[config.mk]
export PLATFORM = sky130hd
export DESIGN_NAME = rr_cmd_gen
export DESIGN_NICKNAME = d
export VERILOG_FILES = /design/src/rtl/rr_pkg.sv /design/src/rtl/rr_vendor_map.sv /design/src/rtl/rr_level_ctr.sv /design/src/rtl/rr_seq_rom.sv /design/src/rtl/rr_cmd_gen.sv
export SDC_FILE = /design/constraint.sdc
export NUM_CORES = 1
export LEC_CHECK = 0
export BUFFER_PORTS_ARGS = -buffer_cell sky130_fd_sc_hd__buf_2
export CORE_MARGIN = 2
export CORE_UTILIZATION = 52
export CTS_CLUSTER_DIAMETER = 60
export DETAILED_ROUTE_END_ITERATION = 8
export PLACE_DENSITY = 0.69
export SETUP_SLACK_MARGIN = 0.02
export SYNTH_ARGS = -nofsm -noshare
export SYNTH_HDL_FRONTEND = slang
export SYNTH_HIERARCHICAL = 1
export SYNTH_SLANG_ARGS = --single-unit
[constraint.sdc]
create_clock -name clk -period 12.8 [get_ports clk]
set_input_delay 0.64 -clock clk [delete_from_list [all_inputs] [get_ports clk]]
set_output_delay 0.64 -clock clk [all_outputs]
set_load 0.05 [all_outputs]
[src/rtl/rr_pkg.sv]
package rr_pkg;
  localparam int LVL_W = 5;
  localparam int IDX_W = 5;
  localparam int ARG_W = 8;

  localparam int MAX_A = 8;
  localparam int MAX_B = 8;
  localparam int MAX_C = 15;
  localparam int MAX_D = 22;
  localparam int EXIT_B = MAX_B - 1;
  localparam int EXIT_D = MAX_D - 1;
  localparam int B_EXTRA_LVL = 6;
  localparam int C_REGS = 4;
  localparam int C_PHASES = 6;
  localparam int B_PHASES = 5;
  localparam int B_REGS = 5;
  localparam int D_PHASES = 3;
  localparam int D_INIT_REGS = 9;
  localparam int D_REGS = 3;

  localparam logic [7:0] ID_A = 8'h2C;
  localparam logic [7:0] ID_B = 8'h98;
  localparam logic [7:0] ID_C = 8'hEC;
  localparam logic [7:0] ID_D = 8'h45;

  typedef enum logic [2:0] {
    STY_NONE = 3'd0, STY_A = 3'd1, STY_B = 3'd2, STY_C = 3'd3, STY_D = 3'd4
  } rr_style_e;

  typedef enum logic [2:0] {
    WK_NONE = 3'd0, WK_CMD = 3'd1, WK_ADDR = 3'd2, WK_DATA = 3'd3,
    WK_IDLE = 3'd4, WK_WAIT = 3'd5
  } rr_kind_e;

  typedef struct packed {
    rr_kind_e         kind;
    logic [ARG_W-1:0] arg;
    logic             last;
  } rr_word_t;

  function automatic rr_word_t mk_word(rr_kind_e k, int a, logic l);
    rr_word_t w;
    w.kind = k;
    w.arg  = ARG_W'(a);
    w.last = l;
    return w;
  endfunction

  function automatic rr_style_e style_of_id(logic [7:0] id);
    case (id)
      ID_A:    return STY_A;
      ID_B:    return STY_B;
      ID_C:    return STY_C;
      ID_D:    return STY_D;
      default: return STY_NONE;
    endcase
  endfunction

  function automatic logic [LVL_W-1:0] style_max(rr_style_e s);
    case (s)
      STY_A:   return LVL_W'(MAX_A);
      STY_B:   return LVL_W'(MAX_B);
      STY_C:   return LVL_W'(MAX_C);
      STY_D:   return LVL_W'(MAX_D);
      default: return '0;
    endcase
  endfunction

  function automatic logic [LVL_W-1:0] next_level(logic [LVL_W-1:0] lvl,
                                                  logic [LVL_W-1:0] mx);
    logic [LVL_W-1:0] inc;
    inc = lvl + LVL_W'(1);
    return (inc == mx) ? '0 : inc;
  endfunction
endpackage

[src/rtl/rr_vendor_map.sv]
module rr_vendor_map
  import rr_pkg::*;
(
  input  logic             clk,
  input  logic             rst_n,
  input  logic             load_en,
  input  logic [7:0]       id_byte,
  output rr_style_e        style,
  output logic [LVL_W-1:0] max_lvl
);
  rr_style_e style_q;

  always_ff @(posedge clk or negedge rst_n) begin
    if (!rst_n)       style_q <= STY_NONE;
    else if (load_en) style_q <= style_of_id(id_byte);
  end

  assign style   = style_q;
  assign max_lvl = style_max(style_q);

  // after a load, the maximum is one of the legal level counts
  p_max_legal_r2: assert property (@(posedge clk) disable iff (!rst_n)
    load_en |=> (max_lvl == 0 || max_lvl == LVL_W'(MAX_A) ||
                 max_lvl == LVL_W'(MAX_C) || max_lvl == LVL_W'(MAX_D)));
endmodule

[src/rtl/rr_level_ctr.sv]
module rr_level_ctr
  import rr_pkg::*;
(
  input  logic             clk,
  input  logic             rst_n,
  input  logic             clr,
  input  logic             adv,
  input  logic [LVL_W-1:0] max_lvl,
  output logic [LVL_W-1:0] level
);
  always_ff @(posedge clk or negedge rst_n) begin
    if (!rst_n)   level <= '0;
    else if (clr) level <= '0;
    else if (adv) level <= next_level(level, max_lvl);
  end

  // the level stays inside the vendor range
  p_range_r3: assert property (@(posedge clk) disable iff (!rst_n)
    (max_lvl != 0) |-> (level < max_lvl));

  // an advance moves up by one or wraps to zero
  p_step_r3: assert property (@(posedge clk) disable iff (!rst_n)
    (adv && !clr) |=> (level == 0 || level == $past(level) + LVL_W'(1)));
endmodule

[src/rtl/rr_seq_rom.sv]
module rr_seq_rom
  import rr_pkg::*;
(
  input  rr_style_e        style,
  input  logic [LVL_W-1:0] level,
  input  logic [IDX_W-1:0] idx,
  output rr_word_t         word
);
  function automatic logic [7:0] tbl_b(int lv, int g);
    logic [31:0] row;
    case (lv)
      0:       row = 32'h04047C7E;
      1:       row = 32'h007C7878;
      2:       row = 32'h7C767472;
      3:       row = 32'h08080000;
      4:       row = 32'h0B7E7674;
      5:       row = 32'h10767270;
      6:       row = 32'h02007E7C;
      default: row = 32'h00000000;
    endcase
    return row[31-8*g -: 8];
  endfunction

  function automatic logic [7:0] tbl_c(int lv, int g);
    logic [31:0] row;
    case (lv)
      1:       row = 32'h050A0000;
      2:       row = 32'h2800ECD8;
      3:       row = 32'hEDF5EDE6;
      4:       row = 32'h0A0F0500;
      5:       row = 32'h0F0AFBEC;
      6:       row = 32'hE8EFE8DC;
      7:       row = 32'hF1FBFEF0;
      8:       row = 32'h0A00FBEC;
      9:       row = 32'hD0E2D0C2;
      10:      row = 32'h140FFBEC;
      11:      row = 32'hE8FBE8DC;
      12:      row = 32'h1E14FBEC;
      13:      row = 32'hFBFFFBF8;
      14:      row = 32'h070C0200;
      default: row = 32'h00000000;
    endcase
    return row[31-8*g -: 8];
  endfunction

  function automatic logic [7:0] tbl_d(int lv, int g);
    logic [23:0] row;
    case (lv)
      1:       row = 24'hF0F0F0;
      2:       row = 24'hEFE0E0;
      3:       row = 24'hDFD0D0;
      4:       row = 24'h1EE010;
      5:       row = 24'h2ED020;
      6:       row = 24'h3DF030;
      7:       row = 24'hCDE0D0;
      8:       row = 24'h0DD010;
      9:       row = 24'h011020;
      10:      row = 24'h122020;
      11:      row = 24'hB210D0;
      12:      row = 24'hA320D0;
      13:      row = 24'h9F00D0;
      14:      row = 24'hBEF0C0;
      15:      row = 24'hADC0C0;
      16:      row = 24'h9FF0C0;
      17:      row = 24'h010000;
      18:      row = 24'h020000;
      19:      row = 24'h0DB000;
      20:      row = 24'h0CA000;
      default: row = 24'h000000;
    endcase
    return row[23-8*g -: 8];
  endfunction

  // style A: feature write with the level as first parameter byte
  function automatic rr_word_t seq_a(int lv, int ix);
    case (ix)
      0:       return mk_word(WK_CMD, 'hEF, 1'b0);
      1:       return mk_word(WK_ADDR, 'h89, 1'b0);
      2:       return mk_word(WK_IDLE, 3, 1'b0);
      3:       return mk_word(WK_DATA, lv, 1'b0);
      4, 5, 6: return mk_word(WK_DATA, 0, 1'b0);
      7:       return mk_word(WK_IDLE, 2, 1'b0);
      default: return mk_word(WK_WAIT, 0, 1'b1);
    endcase
  endfunction

  // style C: four indirect register writes, fixed register order
  function automatic rr_word_t seq_c(int lv, int ix);
    int g, ph, rg;
    g  = ix / C_PHASES;
    ph = ix % C_PHASES;
    case (g)
      0:       rg = 'hA7;
      1:       rg = 'hA4;
      2:       rg = 'hA5;
      default: rg = 'hA6;
    endcase
    case (ph)
      0:       return mk_word(WK_CMD, 'hA1, 1'b0);
      1:       return mk_word(WK_ADDR, 0, 1'b0);
      2:       return mk_word(WK_ADDR, rg, 1'b0);
      3:       return mk_word(WK_IDLE, 2, 1'b0);
      4:       return mk_word(WK_DATA, int'(tbl_c(lv, g)), 1'b0);
      default: return mk_word(WK_IDLE, 8, ix == C_REGS*C_PHASES-1);
    endcase
  endfunction

  // style B: optional preamble, five register writes, level-dependent tail
  function automatic rr_word_t seq_b(int lv, int ix);
    int pre, j, g, ph, rg, t;
    pre = (lv == 0) ? 2 : 0;
    if (ix < pre) return mk_word(WK_CMD, (ix == 0) ? 'h5C : 'hC5, 1'b0);
    j = ix - pre;
    if (j < B_REGS*B_PHASES) begin
      g  = j / B_PHASES;
      ph = j % B_PHASES;
      rg = (g < B_REGS-1) ? 4 + g : 'h0D;
      case (ph)
        0:       return mk_word(WK_CMD, 'h55, 1'b0);
        1, 3:    return mk_word(WK_IDLE, 2, 1'b0);
        2:       return mk_word(WK_ADDR, rg, 1'b0);
        default: return mk_word(WK_DATA,
                                (g < B_REGS-1) ? int'(tbl_b(lv, g)) : 0, 1'b0);
      endcase
    end
    t = j - B_REGS*B_PHASES;
    if (lv == EXIT_B) begin
      case (t)
        0:       return mk_word(WK_CMD, 'hFF, 1'b0);
        1:       return mk_word(WK_IDLE, 2, 1'b0);
        default: return mk_word(WK_WAIT, 0, 1'b1);
      endcase
    end
    if (lv == B_EXTRA_LVL) begin
      case (t)
        0:       return mk_word(WK_CMD, 'hB3, 1'b0);
        1:       return mk_word(WK_CMD, 'h26, 1'b0);
        default: return mk_word(WK_CMD, 'h5D, 1'b1);
      endcase
    end
    if (t == 0) return mk_word(WK_CMD, 'h26, 1'b0);
    return mk_word(WK_CMD, 'h5D, 1'b1);
  endfunction

  // style D: opener, register writes, closing opcode
  function automatic rr_word_t seq_d(int lv, int ix);
    int nregs, j, g, ph, rg, dv;
    nregs = (lv == 0) ? D_INIT_REGS : D_REGS;
    if (ix == 0) return mk_word(WK_CMD, 'h3B, 1'b0);
    if (ix == 1) return mk_word(WK_CMD, 'hB9, 1'b0);
    j = ix - 2;
    if (j >= nregs*D_PHASES)
      return mk_word(WK_CMD, (lv == EXIT_D) ? 'hD6 : 'hB6, 1'b1);
    g  = j / D_PHASES;
    ph = j % D_PHASES;
    if (lv == 0)      rg = 4 + g;
    else if (g == 2)  rg = 7;
    else              rg = 4 + g;
    dv = (lv == 0 || lv == EXIT_D) ? 0 : int'(tbl_d(lv, g));
    case (ph)
      0:       return mk_word(WK_CMD, 'h54, 1'b0);
      1:       return mk_word(WK_ADDR, rg, 1'b0);
      default: return mk_word(WK_DATA, dv, 1'b0);
    endcase
  endfunction

  always_comb begin
    case (style)
      STY_A:   word = seq_a(int'(level), int'(idx));
      STY_B:   word = seq_b(int'(level), int'(idx));
      STY_C:   word = seq_c(int'(level), int'(idx));
      STY_D:   word = seq_d(int'(level), int'(idx));
      default: word = mk_word(WK_NONE, 0, 1'b1);
    endcase
  end
endmodule

[src/rtl/rr_cmd_gen.sv]
module rr_cmd_gen
  import rr_pkg::*;
(
  input  logic             clk,
  input  logic             rst_n,
  input  logic             id_load,
  input  logic [7:0]       id_byte,
  input  logic             step_req,
  input  logic             word_ready,
  output logic             word_valid,
  output logic [2:0]       word_kind,
  output logic [ARG_W-1:0] word_arg,
  output logic             busy,
  output logic             done,
  output logic [LVL_W-1:0] level
);
  rr_style_e        style;
  logic [LVL_W-1:0] max_lvl;
  logic [IDX_W-1:0] idx_q;
  rr_word_t         wd;
  logic             busy_q, done_q;

  // named events
  logic load_ok, start_seq, quick_done, accept, accept_last;
  assign load_ok     = id_load && !busy_q;
  assign start_seq   = step_req && !busy_q && !id_load && (max_lvl != 0);
  assign quick_done  = step_req && !busy_q && !id_load && (max_lvl == 0);
  assign accept      = busy_q && word_ready;
  assign accept_last = accept && wd.last;

  rr_vendor_map u_map (
    .clk(clk), .rst_n(rst_n), .load_en(load_ok), .id_byte(id_byte),
    .style(style), .max_lvl(max_lvl)
  );

  rr_level_ctr u_lvl (
    .clk(clk), .rst_n(rst_n), .clr(load_ok), .adv(accept_last),
    .max_lvl(max_lvl), .level(level)
  );

  rr_seq_rom u_rom (
    .style(style), .level(level), .idx(idx_q), .word(wd)
  );

  always_ff @(posedge clk or negedge rst_n) begin
    if (!rst_n) begin
      busy_q <= 1'b0;
      done_q <= 1'b0;
      idx_q  <= '0;
    end else begin
      done_q <= accept_last || quick_done;
      if (start_seq) begin
        busy_q <= 1'b1;
        idx_q  <= '0;
      end else if (accept_last) begin
        busy_q <= 1'b0;
      end else if (accept) begin
        idx_q  <= idx_q + IDX_W'(1);
      end
    end
  end

  assign busy       = busy_q;
  assign done       = done_q;
  assign word_valid = busy_q;
  assign word_kind  = busy_q ? wd.kind : WK_NONE;
  assign word_arg   = busy_q ? wd.arg : '0;

  // a stalled word is held
  p_hold_r11: assert property (@(posedge clk) disable iff (!rst_n)
    (word_valid && !word_ready) |=>
      (word_valid && $stable(word_kind) && $stable(word_arg)));

  // completion is only signalled when idle
  p_done_idle_r11: assert property (@(posedge clk) disable iff (!rst_n)
    done |-> !busy);

  // a step during a sequence keeps it running
  p_ignore_r9: assert property (@(posedge clk) disable iff (!rst_n)
    (busy && step_req && !accept_last) |=> busy);

  // disabled retry completes at once without words
  p_disabled_r10: assert property (@(posedge clk) disable iff (!rst_n)
    quick_done |=> (done && !word_valid));
endmodule

# Yosys cells after proc, flatten, opt, wreduce, memory -nomap -nowiden
# Memory sizes are Yosys's and may differ from the RTL's.
# Index checks and enable logic that the tools add are counted.
# op_classes
add_sub_neg	10
multipliers	1
div_mod_pow	6
magnitude_cmp	4
n_eq_ne	40
shifts	3
mux	87
n_reduce_logical	31
# ops
op	n
32-bit 2-to-1 mux	7
31-bit case mux with 7 select lines	1
12-bit 2-to-1 mux	17
32-bit zero test	6
32-bit by 1-bit == test with 1-bit output, second input constant	5
32-bit by 2-bit == test with 1-bit output, second input constant	5
24-bit 2-to-1 mux	4
6-bit by 32-bit subtractor with 32-bit output, first input constant	3
39-bit by 32-bit indexed part select with 8-bit output	2
12-bit case mux with 6 select lines	1
32-bit by 3-bit == test with 1-bit output, second input constant	2
12-bit case mux with 5 select lines	1
8-bit 2-to-1 mux	7
12-bit case mux with 4 select lines	1
12-bit case mux with 3 select lines	1
5-bit by 3-bit == test with 1-bit output, second input constant	7
32-bit by 3-bit divider with 32-bit output, second input constant	1
32-bit by 4-bit divider with 32-bit output, second input constant	1
6-bit by 4-bit divider with 32-bit output, second input constant	1
32-bit greater-or-equal comparator	1
32-bit by 4-bit < comparator with 1-bit output, second input constant	1
32-bit by 6-bit < comparator with 1-bit output, second input constant	1
6-bit by 32-bit < comparator with 1-bit output	1
32-bit by 3-bit remainder unit with 32-bit output, second input constant	1
other kinds (44)	104
# word_totals
ff_bits	15
rom_bits	1008
input_bits	13
output_inout_bits	19
wordCells	189
mem_count	2
# mem_list
memory	words	word_bits	rd	rd_ports_with_merged_regs	wr	line	text
(name not given)	32	16	1	0	0	rr_seq_rom.sv:48	case (lv)
(name not given)	16	31	1	0	0	rr_seq_rom.sv:26	case (lv)

# Depth between registers and ports, before layout
# depth
ltp_word	28
mapped_depth	37
depth_no_buf	33

# By module
# Netlist, hierarchy kept.
# modules_own_cells
module	instances	cells_per_inst	area_per_inst_um2	seq_area_each_um2
rr_seq_rom	1	892	5627.9	0.0
rr_cmd_gen	1	45	431.7	175.2
rr_level_ctr	1	42	384.1	125.1
rr_vendor_map	1	26	229.0	75.1

# Least setup slack after synthesis
# No wires, ideal clock.
# synth_path
path_type	register to output
startpoint	register idx_q[0]
endpoint	output port word_arg[0]
arrival_time_ns	8.388
required_time_ns	12.160
path_slack_ns	3.772
path_stages_with_launch	34
n_path_buf	6
path_cell_list	dfrtp_1 > clkbuf_1 > clkinv_1 > ha_1 > clkbuf_2 > nor4b_4 > xor2_2 > inv_2 > ha_1 > clkbuf_1 > nor4_4 > xnor2_1 > ha_1 > clkbuf_1 > a31oi_1 > o211a_4 > xnor2_1 > ha_1 > or2_2 > or3_1 > a22oi_1 > and2_1 > buf_4 > clkbuf_1 > ha_1 > nor2_1 > xnor2_1 > inv_1 > nor4b_1 > a31oi_1 > or3_1 > or4_1 > nand4_1 > and2_1
# synth_lines
element	line	text
from (decl)	rr_cmd_gen.sv:19	logic [IDX_W-1:0] idx_q;
from (signal assigned)	rr_cmd_gen.sv:58	idx_q <= idx_q + IDX_W'(1);
to (decl)	rr_cmd_gen.sv:12	output logic [ARG_W-1:0] word_arg,

==> flow_metrics.tcl <==
set metrics [dict create \
    hold_buffers 0 \
    vias 7719 \
    fin_tns_setup_ps 0 \
    cts_tree "built" \
    outcome "completed" \
    clock_latency_ps 240 \
    synth_warnings 6 \
    hold_viol 0 \
    fin_nets 1048 \
    antenna_found_initial 0 \
    endpoint_kind "primary output" \
    synth_area_leaders "ha_1 (9.2%), o21ai_0 (6.5%), nand2_1 (5.7%), nor2_1 (5.7%), dfrtp_1 (5.6%)" \
    fmax_ghz 0.0980 \
    setup_violations 0 \
    seq_area_frac_synth_pct 5.63 \
    grt_max_degree 60 \
    clk_pin_slew_ps 50 \
    vias_per_cell 6.67 \
    ys_top_cells_by_count "nand2_1 (102), nor2_1 (101), o21ai_0 (86)" \
    dieArea_um2 13800 \
    crit_path_start_kind "register" \
    track_usage_pct 30.0 \
    clkSinkCount 15 \
    crit_type "register to primary output" \
    drive_above_1_share_pct 10.7 \
    grt_overflow_total 0 \
    async_flop_share_pct 100 \
    wl_mm 21.0 \
    post-route-period-util_pct 79.7 \
    period_minus_slack_ps 10210 \
    worst_pin_slew_ps 973 \
    finalMaxSlewViolations 0 \
    ctsResizeCount 0 \
    fin_skew_ps 2.22 \
    diodes 0 \
    grt_pass1_vias 6869 \
    crit_required_ps 12160 \
    dr.pass1.iters 5 \
    area_growth_syn_to_layout_pct 3.64 \
    fin_util_pct 55.0 \
    nFillCells 1332 \
    cpMostUsedCell "ha_1" \
    cp_slowest_cell "ha_1" \
    ctsRootBufferMaster "clkbuf_16" \
    hp-class "primary input to async pin" \
    port_buffers 31 \
    start_util_pct 53.1 \
    max-cap-violations 0 \
    wl_per_cell_um 18.2 \
    slew_headroom_pct 34.6 \
    dpl.hpwl_mm 15.6 \
    ys_ff_latch 15 \
    synth_cell_types 107 \
    max_stage_delay_ps 740 \
    synth_edf_count 0 \
    fp.dieW_um 117 \
    cts_setup_buffers 0 \
    cp_data_arrival_time_ps 9570 \
    ys.flop_type "dfrtp_1" \
    grt_pass1_wl_mm 33.8 \
    drc 0 \
    syn_inst 1005 \
    post-synth-top-count-cell "nand2_1" \
    die_y_um 117 \
    rsz0062_at_grt "no" \
    rows 41 \
    clk_path_buf_depth 2 \
    io_pins 32 \
    place_congestion 1.00 \
    htreeDepth 1 \
    synth_top_area_share_pct 9.19 \
    yosys.area.top_type "ha_1" \
    coreArea_um2 12600 \
    final_area_um2 6920 \
    path_max_fanout 25 \
    ant_nets 0 \
    syn_area_um2 6670 \
    synth.net_count 1067 \
    numCtsBuffers 3 \
    syn_area_per_cell_um2 6.64 \
    drtIter0Drc 726 \
    placed_area_um2 6840 \
]
[worst paths after layout]
check,from,endpoint,slack (ps),depth (start not counted)
worst max-delay path,idx_q[1],word_arg[0],2590,28
worst min-delay path,rst_n,u_lvl/level[0],300,1
worst max register to register,u_lvl/level[0],u_lvl/level[3],7390,19
worst min register to register,idx_q[3],idx_q[3],590,2
max in group asynchronous,rst_n,idx_q[1],12230,1
min in group clk,idx_q[3],idx_q[3],590,2
[layout make-up]
cell class	instances	area, µm²	share of cell area (%)
Inverter	41	154	2.23
Multi-Input combinational cell	881	5840	84.4
Tap cell	172	215	3.11
Sequential cell	15	375	5.43
Timing Repair Buffer	44	253	3.65
Clock buffer	4	78.8	1.14
[worst max-delay path: cells and delay by family (launching register included)]
| family | cells | cell delay (ps) |
|---|---|---|
| adders and majority gates | 5 | 2100 |
| and+or+nand+nor | 11 | 3790 |
| AOI/OAI and AO/OA | 4 | 940 |
| buffers and inverters | 4 | 910 |
| DFF | 1 | 640 |
| xor gates and xnor gates | 4 | 940 |
[routing by layer]
layer  track usage, %  share of wire [%]  vias to the layer above
met5                0                  0                        -
met1             42.7                 45                     3591
li1                 -                  -                     3748
met3             3.09                8.3                       33
met2             48.6                 45                      347
met4             7.61                1.8                        0
[stage by stage]
stage	hold WS (ps)	std cells	worst slack, ps
floorplan	344	1005	3770
global placement	561	1153	3240
detailed placement	577	1153	2950
CTS	314	1157	2710
global route	336	1157	1790
finish	302	1157	2590
[logic make-up after synthesis]
kind of cell / synth area share (%)
AOI/OAI and AO/OA: 38.4
xor gates and xnor gates: 4.03
adders and majority gates: 9.19
buffers and inverters: 6.86
DFF: 5.63
muxes: 4.18
and+or+nand+nor: 31.7
[flip-flops by register name (all words and copies together) (netlist names)]
signal,flops
idx_q,5
u_lvl/level,5
u_map/style,3
busy,1
done,1
[placed cells by master, fill, tap and decap left out, drive strengths merged, types with 9 or more instances in the layout]
cell type,netlist,layout
nand2,102,102
nor2,102,102
o21ai,89,89
a21oi,73,73
ha,49,49
buf,21,44
inv,39,39
nand3,33,33
nor3,33,33
o211ai,31,31
a31oi,29,29
and2,22,22
mux2i,20,20
xnor2,17,17
and3,17,17
dfrtp,15,15
or3,14,14
nand2b,14,14
nor2b,13,13
a21o,13,13
a211oi,12,12
xor2,12,12
or2,12,12
nand4,11,11
o31ai,11,11
o22ai,9,9
a2111oi,9,9
Power is not shown: default switching activity piles up to over one toggle a cycle in this logic, so the estimate is an artifact.
